===== src/rtl/ocp_pkg.sv =====
// Package: shared types for the overcurrent monitor.
// Assumes a 2-bit response mode where bit 1 set means disabled.
package ocp_pkg;

    typedef enum logic [1:0] {
        RESP_LATCH  = 2'b00,
        RESP_REPORT = 2'b01,
        RESP_OFF_A  = 2'b10,
        RESP_OFF_B  = 2'b11
    } resp_mode_e;

    // True when the given mode records detections
    function automatic logic mode_records(input logic [1:0] m);
        return (m[1] == 1'b0);
    endfunction

endpackage


===== src/rtl/ocp_channel.sv =====
// Per-switch filter: blanking after each rising command, then a
// consecutive-trip deglitch count. Emits a combinational detect in the
// cycle the deglitch requirement is met.
// Assumes blank_time and deglitch_time are held while the command is high.
module ocp_channel #(
    parameter int CNT_W = 8
) (
    input  logic             clk,
    input  logic             rst_n,
    input  logic             cmd,
    input  logic             trip,
    input  logic [CNT_W-1:0] blank_time,
    input  logic [CNT_W-1:0] deglitch_time,
    output logic             detect
);

    logic             cmd_q;
    logic [CNT_W-1:0] blank_rem;
    logic [CNT_W-1:0] glitch_cnt;
    logic             rise;
    logic             blank_done;
    logic             hit;

    // Decode edge, blanking state, qualified trip and detection
    always_comb begin
        rise       = cmd & ~cmd_q;
        blank_done = rise ? (blank_time == '0) : (blank_rem == '0);
        hit        = cmd & blank_done & trip;
        detect     = hit & (glitch_cnt >= deglitch_time);
    end

    // Remember last command to find its rising edge
    always_ff @(posedge clk) begin
        if (!rst_n) cmd_q <= 1'b0;
        else        cmd_q <= cmd;
    end

    // Blanking countdown, restarted by each turn-on, cancelled by turn-off
    always_ff @(posedge clk) begin
        if (!rst_n || !cmd) begin
            blank_rem <= '0;
        end else if (rise) begin
            blank_rem <= (blank_time == '0) ? '0 : blank_time - 1'b1;
        end else if (blank_rem != '0) begin
            blank_rem <= blank_rem - 1'b1;
        end
    end

    // Count consecutive qualified trips, saturating at the deglitch value
    always_ff @(posedge clk) begin
        if (!rst_n || !hit) begin
            glitch_cnt <= '0;
        end else if (glitch_cnt < deglitch_time) begin
            glitch_cnt <= glitch_cnt + 1'b1;
        end
    end

endmodule


===== src/rtl/ocp_response.sv =====
// Fault response: sticky per-switch record and latched shutdown,
// selected by the response mode. Clear empties both but a detection in
// the same cycle is kept.
// Assumes fault_clr is a synchronous pulse.
module ocp_response #(
    parameter int NUM_SW = 6
) (
    input  logic              clk,
    input  logic              rst_n,
    input  logic [1:0]        mode,
    input  logic [NUM_SW-1:0] detect,
    input  logic              fault_clr,
    output logic [NUM_SW-1:0] fault_rec,
    output logic              shutdown
);
    import ocp_pkg::*;

    logic [NUM_SW-1:0] accepted;
    logic              trip_latch;

    // Filter detections by mode
    always_comb begin
        accepted   = mode_records(mode) ? detect : '0;
        trip_latch = (mode == RESP_LATCH) && (detect != '0);
    end

    // Sticky record of which switches faulted
    always_ff @(posedge clk) begin
        if (!rst_n) fault_rec <= '0;
        else        fault_rec <= (fault_clr ? '0 : fault_rec) | accepted;
    end

    // Latched shutdown request
    always_ff @(posedge clk) begin
        if (!rst_n) shutdown <= 1'b0;
        else        shutdown <= (fault_clr ? 1'b0 : shutdown) | trip_latch;
    end

endmodule


===== src/rtl/ocp_monitor.sv =====
// Top: six per-switch filters feeding one response unit, plus gate
// masking while shut down. Fault flag is active low (open-drain style).
// Assumes all inputs are synchronous to clk.
module ocp_monitor #(
    parameter int NUM_SW = 6,
    parameter int CNT_W  = 8
) (
    input  logic              clk,
    input  logic              rst_n,
    input  logic [NUM_SW-1:0] gate_cmd,
    input  logic [NUM_SW-1:0] vds_trip,
    input  logic [CNT_W-1:0]  blank_time,
    input  logic [CNT_W-1:0]  deglitch_time,
    input  logic [1:0]        mode,
    input  logic              fault_clr,
    output logic [NUM_SW-1:0] gate_out,
    output logic              fault_n,
    output logic [NUM_SW-1:0] fault_rec,
    output logic              shutdown
);

    logic [NUM_SW-1:0] detect;

    for (genvar i = 0; i < NUM_SW; i++) begin : g_ch
        ocp_channel #(.CNT_W(CNT_W)) u_ch (
            .clk           (clk),
            .rst_n         (rst_n),
            .cmd           (gate_cmd[i]),
            .trip          (vds_trip[i]),
            .blank_time    (blank_time),
            .deglitch_time (deglitch_time),
            .detect        (detect[i])
        );
    end

    ocp_response #(.NUM_SW(NUM_SW)) u_resp (
        .clk       (clk),
        .rst_n     (rst_n),
        .mode      (mode),
        .detect    (detect),
        .fault_clr (fault_clr),
        .fault_rec (fault_rec),
        .shutdown  (shutdown)
    );

    // Drive gates and the active-low flag
    always_comb begin
        gate_out = shutdown ? '0 : gate_cmd;
        fault_n  = (fault_rec == '0);
    end

endmodule


===== config.mk =====
export PLATFORM = sky130hd
export DESIGN_NAME = ocp_monitor
export DESIGN_NICKNAME = d
export VERILOG_FILES = /design/src/rtl/ocp_pkg.sv /design/src/rtl/ocp_channel.sv /design/src/rtl/ocp_response.sv /design/src/rtl/ocp_monitor.sv
export SDC_FILE = /design/constraint.sdc
export NUM_CORES = 1
export LEC_CHECK = 0
export BUFFER_PORTS_ARGS = -buffer_cell sky130_fd_sc_hd__buf_2
export CAP_MARGIN = 5
export CORE_ASPECT_RATIO = 2
export CORE_MARGIN = 4
export CORE_UTILIZATION = 51
export DETAILED_ROUTE_END_ITERATION = 16
export MAX_ROUTING_LAYER = met4
export PLACE_DENSITY = 0.77
export SETUP_SLACK_MARGIN = 0.05
export SYNTH_ARGS = -nofsm -noshare
export SYNTH_HDL_FRONTEND = slang
export SYNTH_SLANG_ARGS = --single-unit
export TNS_END_PERCENT = 20

===== constraint.sdc =====
create_clock -name clk -period 4.6 [get_ports clk]
set_input_delay 0.92 -clock clk [delete_from_list [all_inputs] [get_ports clk]]
set_output_delay 0.92 -clock clk [all_outputs]
set_load 0.005 [all_outputs]

Word-level counts from Yosys, hierarchy flattened. Index checks and enable logic that the tools add are counted.

Magnitude comparators: 12. Add/sub/neg operators: 13. Mux-type cells: 23. Bitwise operators: 32. Reduce and logical (&&, ||, !) cells: 48.

Operator list (number): 2-to-1 mux 8 bit (13); zero test 8 bit (7); subtractor 8 x 1 -> 8 bit (second input constant) (7); adder 8 x 1 -> 8 bit (second input constant) (6); >= comparator 8 bit (6); less-than comparator 8 bit (6); nonzero test 8 bit (6); AND 1 bit (24); 2-to-1 mux 6 bit (3); zero test 1 bit (13); logical OR 1 bit (12); nonzero test 2 bit (6); 2-to-1 mux 1 bit (7); zero test 6 bit (1); NOT 1 bit (6); OR 6 bit (1); nonzero test 6 bit (1); zero test 2 bit (1); logical AND 1 bit (1); OR 1 bit (1).

Bits of input ports: 33. Flip-flop bits (word level): 109. Output and inout bits: 14. Word-level logic and storage cells: 148.

Depth between registers and ports, before layout.
Depth in word-level cells: 9. Gate-level depth with buffers: 8. Mapped depth without buffers: 8.

By module. Synthesis repeated with hierarchy kept, for this count alone.

Cell total of the unflattened synthesis: 961. Area total of the unflattened synthesis: 8096.5 µm².

By module, submodules not included: ocp_channel (g_ch[0].u_ch ...) (cells an instance 153, seq. area each 340.3 µm², area each 1302.5 µm², times used 5); ocp_channel (g_ch[2].u_ch) (cells an instance 151, seq. area each 340.3 µm², area each 1231.2 µm², times used 1); ocp_response (cells an instance 37, seq. area each 140.1 µm², area each 294.0 µm², times used 1); ocp_monitor (cells an instance 8, seq. area each 0.0 µm², area each 58.8 µm², times used 1).

Least setup slack after synthesis. No wires, ideal clock.

Path kind: input -> register. Start: input deglitch_time[1]. End: register g_ch[4].u_ch.glitch_cnt[7]. Library setup time: 0.071 ns. Stages: 8. Setup slack: 1.852 ns. Path buffers: 0. Data arrival time: 2.677 ns. Required time: 4.529 ns. Cells stage by stage: inv_1 > ha_1 > nor2b_1 > o211ai_1 > a21oi_2 > or2_2 > or4_1 > a21oi_1.

Longest elaborated chain between the ends: 1.

RTL lines: start, declared (RTL line ocp_monitor.sv:13) `input logic [CNT_W-1:0] deglitch_time,`; less-than comparator 8 bit (RTL line ocp_channel.sv:53) `end else if (glitch_cnt < deglitch_time) begin`; end signal, assigned (RTL line ocp_channel.sv:54) `glitch_cnt <= glitch_cnt + 1'b1;`; end, declared (RTL line ocp_channel.sv:19) `logic [CNT_W-1:0] glitch_cnt;`.

No other way between the ends. A chain may end at the register's enable or synchronous reset.

Worst setup path after layout.
Start: input blank_time[0]. End: register g_ch[3].u_ch.glitch_cnt[1].

Longest elaborated chain between the ends: 6.

RTL lines: start, declared (RTL line ocp_monitor.sv:12) `input logic [CNT_W-1:0] blank_time,`; zero test 8 bit (RTL line ocp_channel.sv:27) `blank_done = rise ? (blank_time == '0) : (blank_rem == '0);`; 2-to-1 mux 1 bit (RTL line ocp_channel.sv:27); AND 1 bit (2 in a row) (RTL line ocp_channel.sv:28) `hit = cmd & blank_done & trip;`; zero test 1 bit (RTL line ocp_channel.sv:51) `if (!rst_n || !hit) begin`; logical OR 1 bit (RTL line ocp_channel.sv:51); end signal, assigned (RTL line ocp_channel.sv:54); end, declared (RTL line ocp_channel.sv:19).

No other way between the ends.

==> results.md <==
* Critical path cell sequence: buf_2 -> inv_1 -> ha_1 -> nor4b_1 -> nand2b_1 -> o21ai_0 -> nand4_1 -> a21oi_1
* Design Power at 2.30 mW
* Commonest non-fill, non-tap cell in the layout: nor2_1
* Worst hold path type: register to register
* Fin Clk Skew at 4.81 ps
* Synthesized cell area at 6530 µm²
* GP Congestion at 0.908
* Maximum fanout along the worst path at 8
* Htree depth at 3
* Post-CTS setup buffer count at 0
* Library cells used by synthesis at 44
* Top post-synthesis cells by area: dfxtp_1, ha_1, xnor2_1, nor2_1, a211oi_1
* Max IR drop VDD at 219 µV
* P&R area growth vs syn at 10.1%
* Cells after DPL at 983
* Die Width at 88.0 µm
* Clock root buffer master: clkbuf_16
* Pin count of the biggest net entering global routing at 19
* Highest-delay cell along the critical path: nor4b_1
* Antenna viol nets, final at 0
* Drt first pass iters at 5
* CTS buffer count at 9
* Die ar. at 14800 µm²
* Critical path class: primary input to register
* Fillers at 1148
* Most frequent cells in the layout: nor2_1, dfxtp_1, ha_1, xnor2_1, nand2_1
* Place WS at 1460 ps
* WL final at 16400 µm
* Initial DRC count at 190
* Diodes inserted at 0
* Setup TNS at 0 ps
* Antenna violations before repair at 0
* Yosys warnings at 0
* Crit path DAT at 3060 ps
* RSZ-0062 raised after global routing: false
* Critical Path RT at 4880 ps
* Slew Limit Fails at 0
* Delay of the slowest cell on the worst path at 640 ps
* Num rows at 58
* Critical path's top delay family: simple AND/OR/NAND/NOR gates
* Run status: complete, no violations
* Finished Layout Cells at 999
* Core area at 12600 µm²
* Fraction of layout cells with a size suffix above 1 at 0.0895
* Worst Path Buf+Inv at 2
* DRC at 0
* Leak at 2.81 nW
* Gate count after technology mapping at 800
* DR WL/cell at 16.4 µm
* F_max at 359 MHz
* Clock sinks at 109
* Post_cts resized at 0
* TritonCTS clock tree: yes
* Maxcap violations at 0
* Vias at 5813
* Total track usage at 0.236
* Die Height at 168 µm
* Via/cell ratio at 5.82
* Clock buffer depth at 2
* Final hold slack at 492 ps
* # hold bufs at CTS at 0
* Endpoints failing setup at 0
* Setup crit start kind: primary input
* Final-stage net count at 945
* Port bufs at 46
* Worst skew pair latency at 350 ps
* Slew headroom at 0.385
* Seq cells post-synth at 109
* Dominant cell type by area after synthesis: dfxtp_1
* I/O pin total at 47
* PnR worst setup slack at 1820 ps
* Number of global-route vias before repair at 5868
* First-pass GRT wire length at 27000 µm
* P per Cell Area at 320 nW/µm²
* Slew of the pin with the lowest slew margin at 897 ps
* Syn avg cell area at 8.17 µm²
* Area share of the largest cell type after synthesis at 0.334
* Period minus WS final at 2780 ps
* Syn nets at 901
* Total gr overflow at 0
* Post-DP HPWL at 12400 µm
* Post-synthesis sequential area ratio at 0.334
* Fin crit share at 0.605
* Final hold violations at 0
* CP endpoint kind: register
* Clock transition at path regs at 70 ps
* Initial Utilization at 0.520
[final timing paths]
check / slack [ps] / start / depth (start not counted) / end
max: 1820 / blank_time[0] / 8 / g_ch[3].u_ch.glitch_cnt[1]
min: 490 / g_ch[4].u_ch.glitch_cnt[7] / 2 / g_ch[4].u_ch.glitch_cnt[7]
max reg2reg: 2330 / g_ch[4].u_ch.glitch_cnt[1] / 7 / g_ch[4].u_ch.glitch_cnt[7]
min reg2reg: 490 / g_ch[4].u_ch.glitch_cnt[7] / 2 / g_ch[4].u_ch.glitch_cnt[7]
[synth_stat cells, drive strengths merged]
cell and n:
a2111oi 1, a211oi 40, a21o 2, a21oi 49, a311oi 2, a31oi 6, and2 5, and2b 1
and3 2, buf 1, clkbuf 13, dfxtp 109, ha 68, inv 44, mux2i 4, nand2 64
nand2b 13, nand3 16, nand4 30, nand4b 1, nor2 128, nor2b 17, nor3 25, nor3b 2
nor4 27, nor4b 2, o2111ai 2, o211ai 5, o21a 1, o21ai 20, o22ai 6, o311a 1
o31ai 2, or2 1, or3 9, or4 2, or4b 1, xnor2 65, xor2 13
[area by class of cell]
type,count,area (µm²),share of cell area
Timing Repair Buffer,47,238,0.0331
Multi-Input combinational cell,633,4130,0.575
Tap cell,150,188,0.0261
Clock inverter,6,47.5,0.00661
Clock buffer,10,239,0.0332
Inverter,44,165,0.0230
Sequential cell,109,2180,0.303
[registers in the layout, summed over array words and instances (netlist names)]
signal and cells:
g_ch.u_ch.blank_rem 48, g_ch.u_ch.glitch_cnt 48, g_ch.u_ch.cmd_q 6, u_resp.fault_rec 6, u_resp.shutdown 1
[routing by layer]
layer / GRT usage / share of wire / up-vias
met5: - / 0 / -
met4: 0.106 / 0.037 / 0
met3: 0.0328 / 0.036 / 50
met2: 0.437 / 0.54 / 134
met1: 0.237 / 0.38 / 2713
li1: - / - / 2916
[kinds of logic after synthesis]
kind of cell,Yosys count,share of synthesized area
DFF,109,0.334
AOI/OAI and AO/OA,137,0.138
adders and majority gates,68,0.130
and+or+nand+nor,346,0.254
buffers and inverters,58,0.0335
xor gates and xnor gates,78,0.105
muxes,4,0.00613
[stage by stage]
step	util	instance area [µm²]
floorplan	-	6530
global placement	0.550	6900
detailed placement	0.550	6900
CTS	0.573	7190
global route	0.573	7190
finish	0.573	7190
[worst reg2reg max path, delay by kind of cell, from the launching register on]
kind	cells	cell delay, ps
simple gates	3	950
compound gates	3	520
flops	1	450
fa+ha+maj	1	290
[power by group]
group	switching, mW	internal, mW
Sequential	0.0499	0.994
Combinational	0.291	0.208
Clock	0.372	0.387
Total	0.713	1.59
Power figures use the tool's default switching activity.
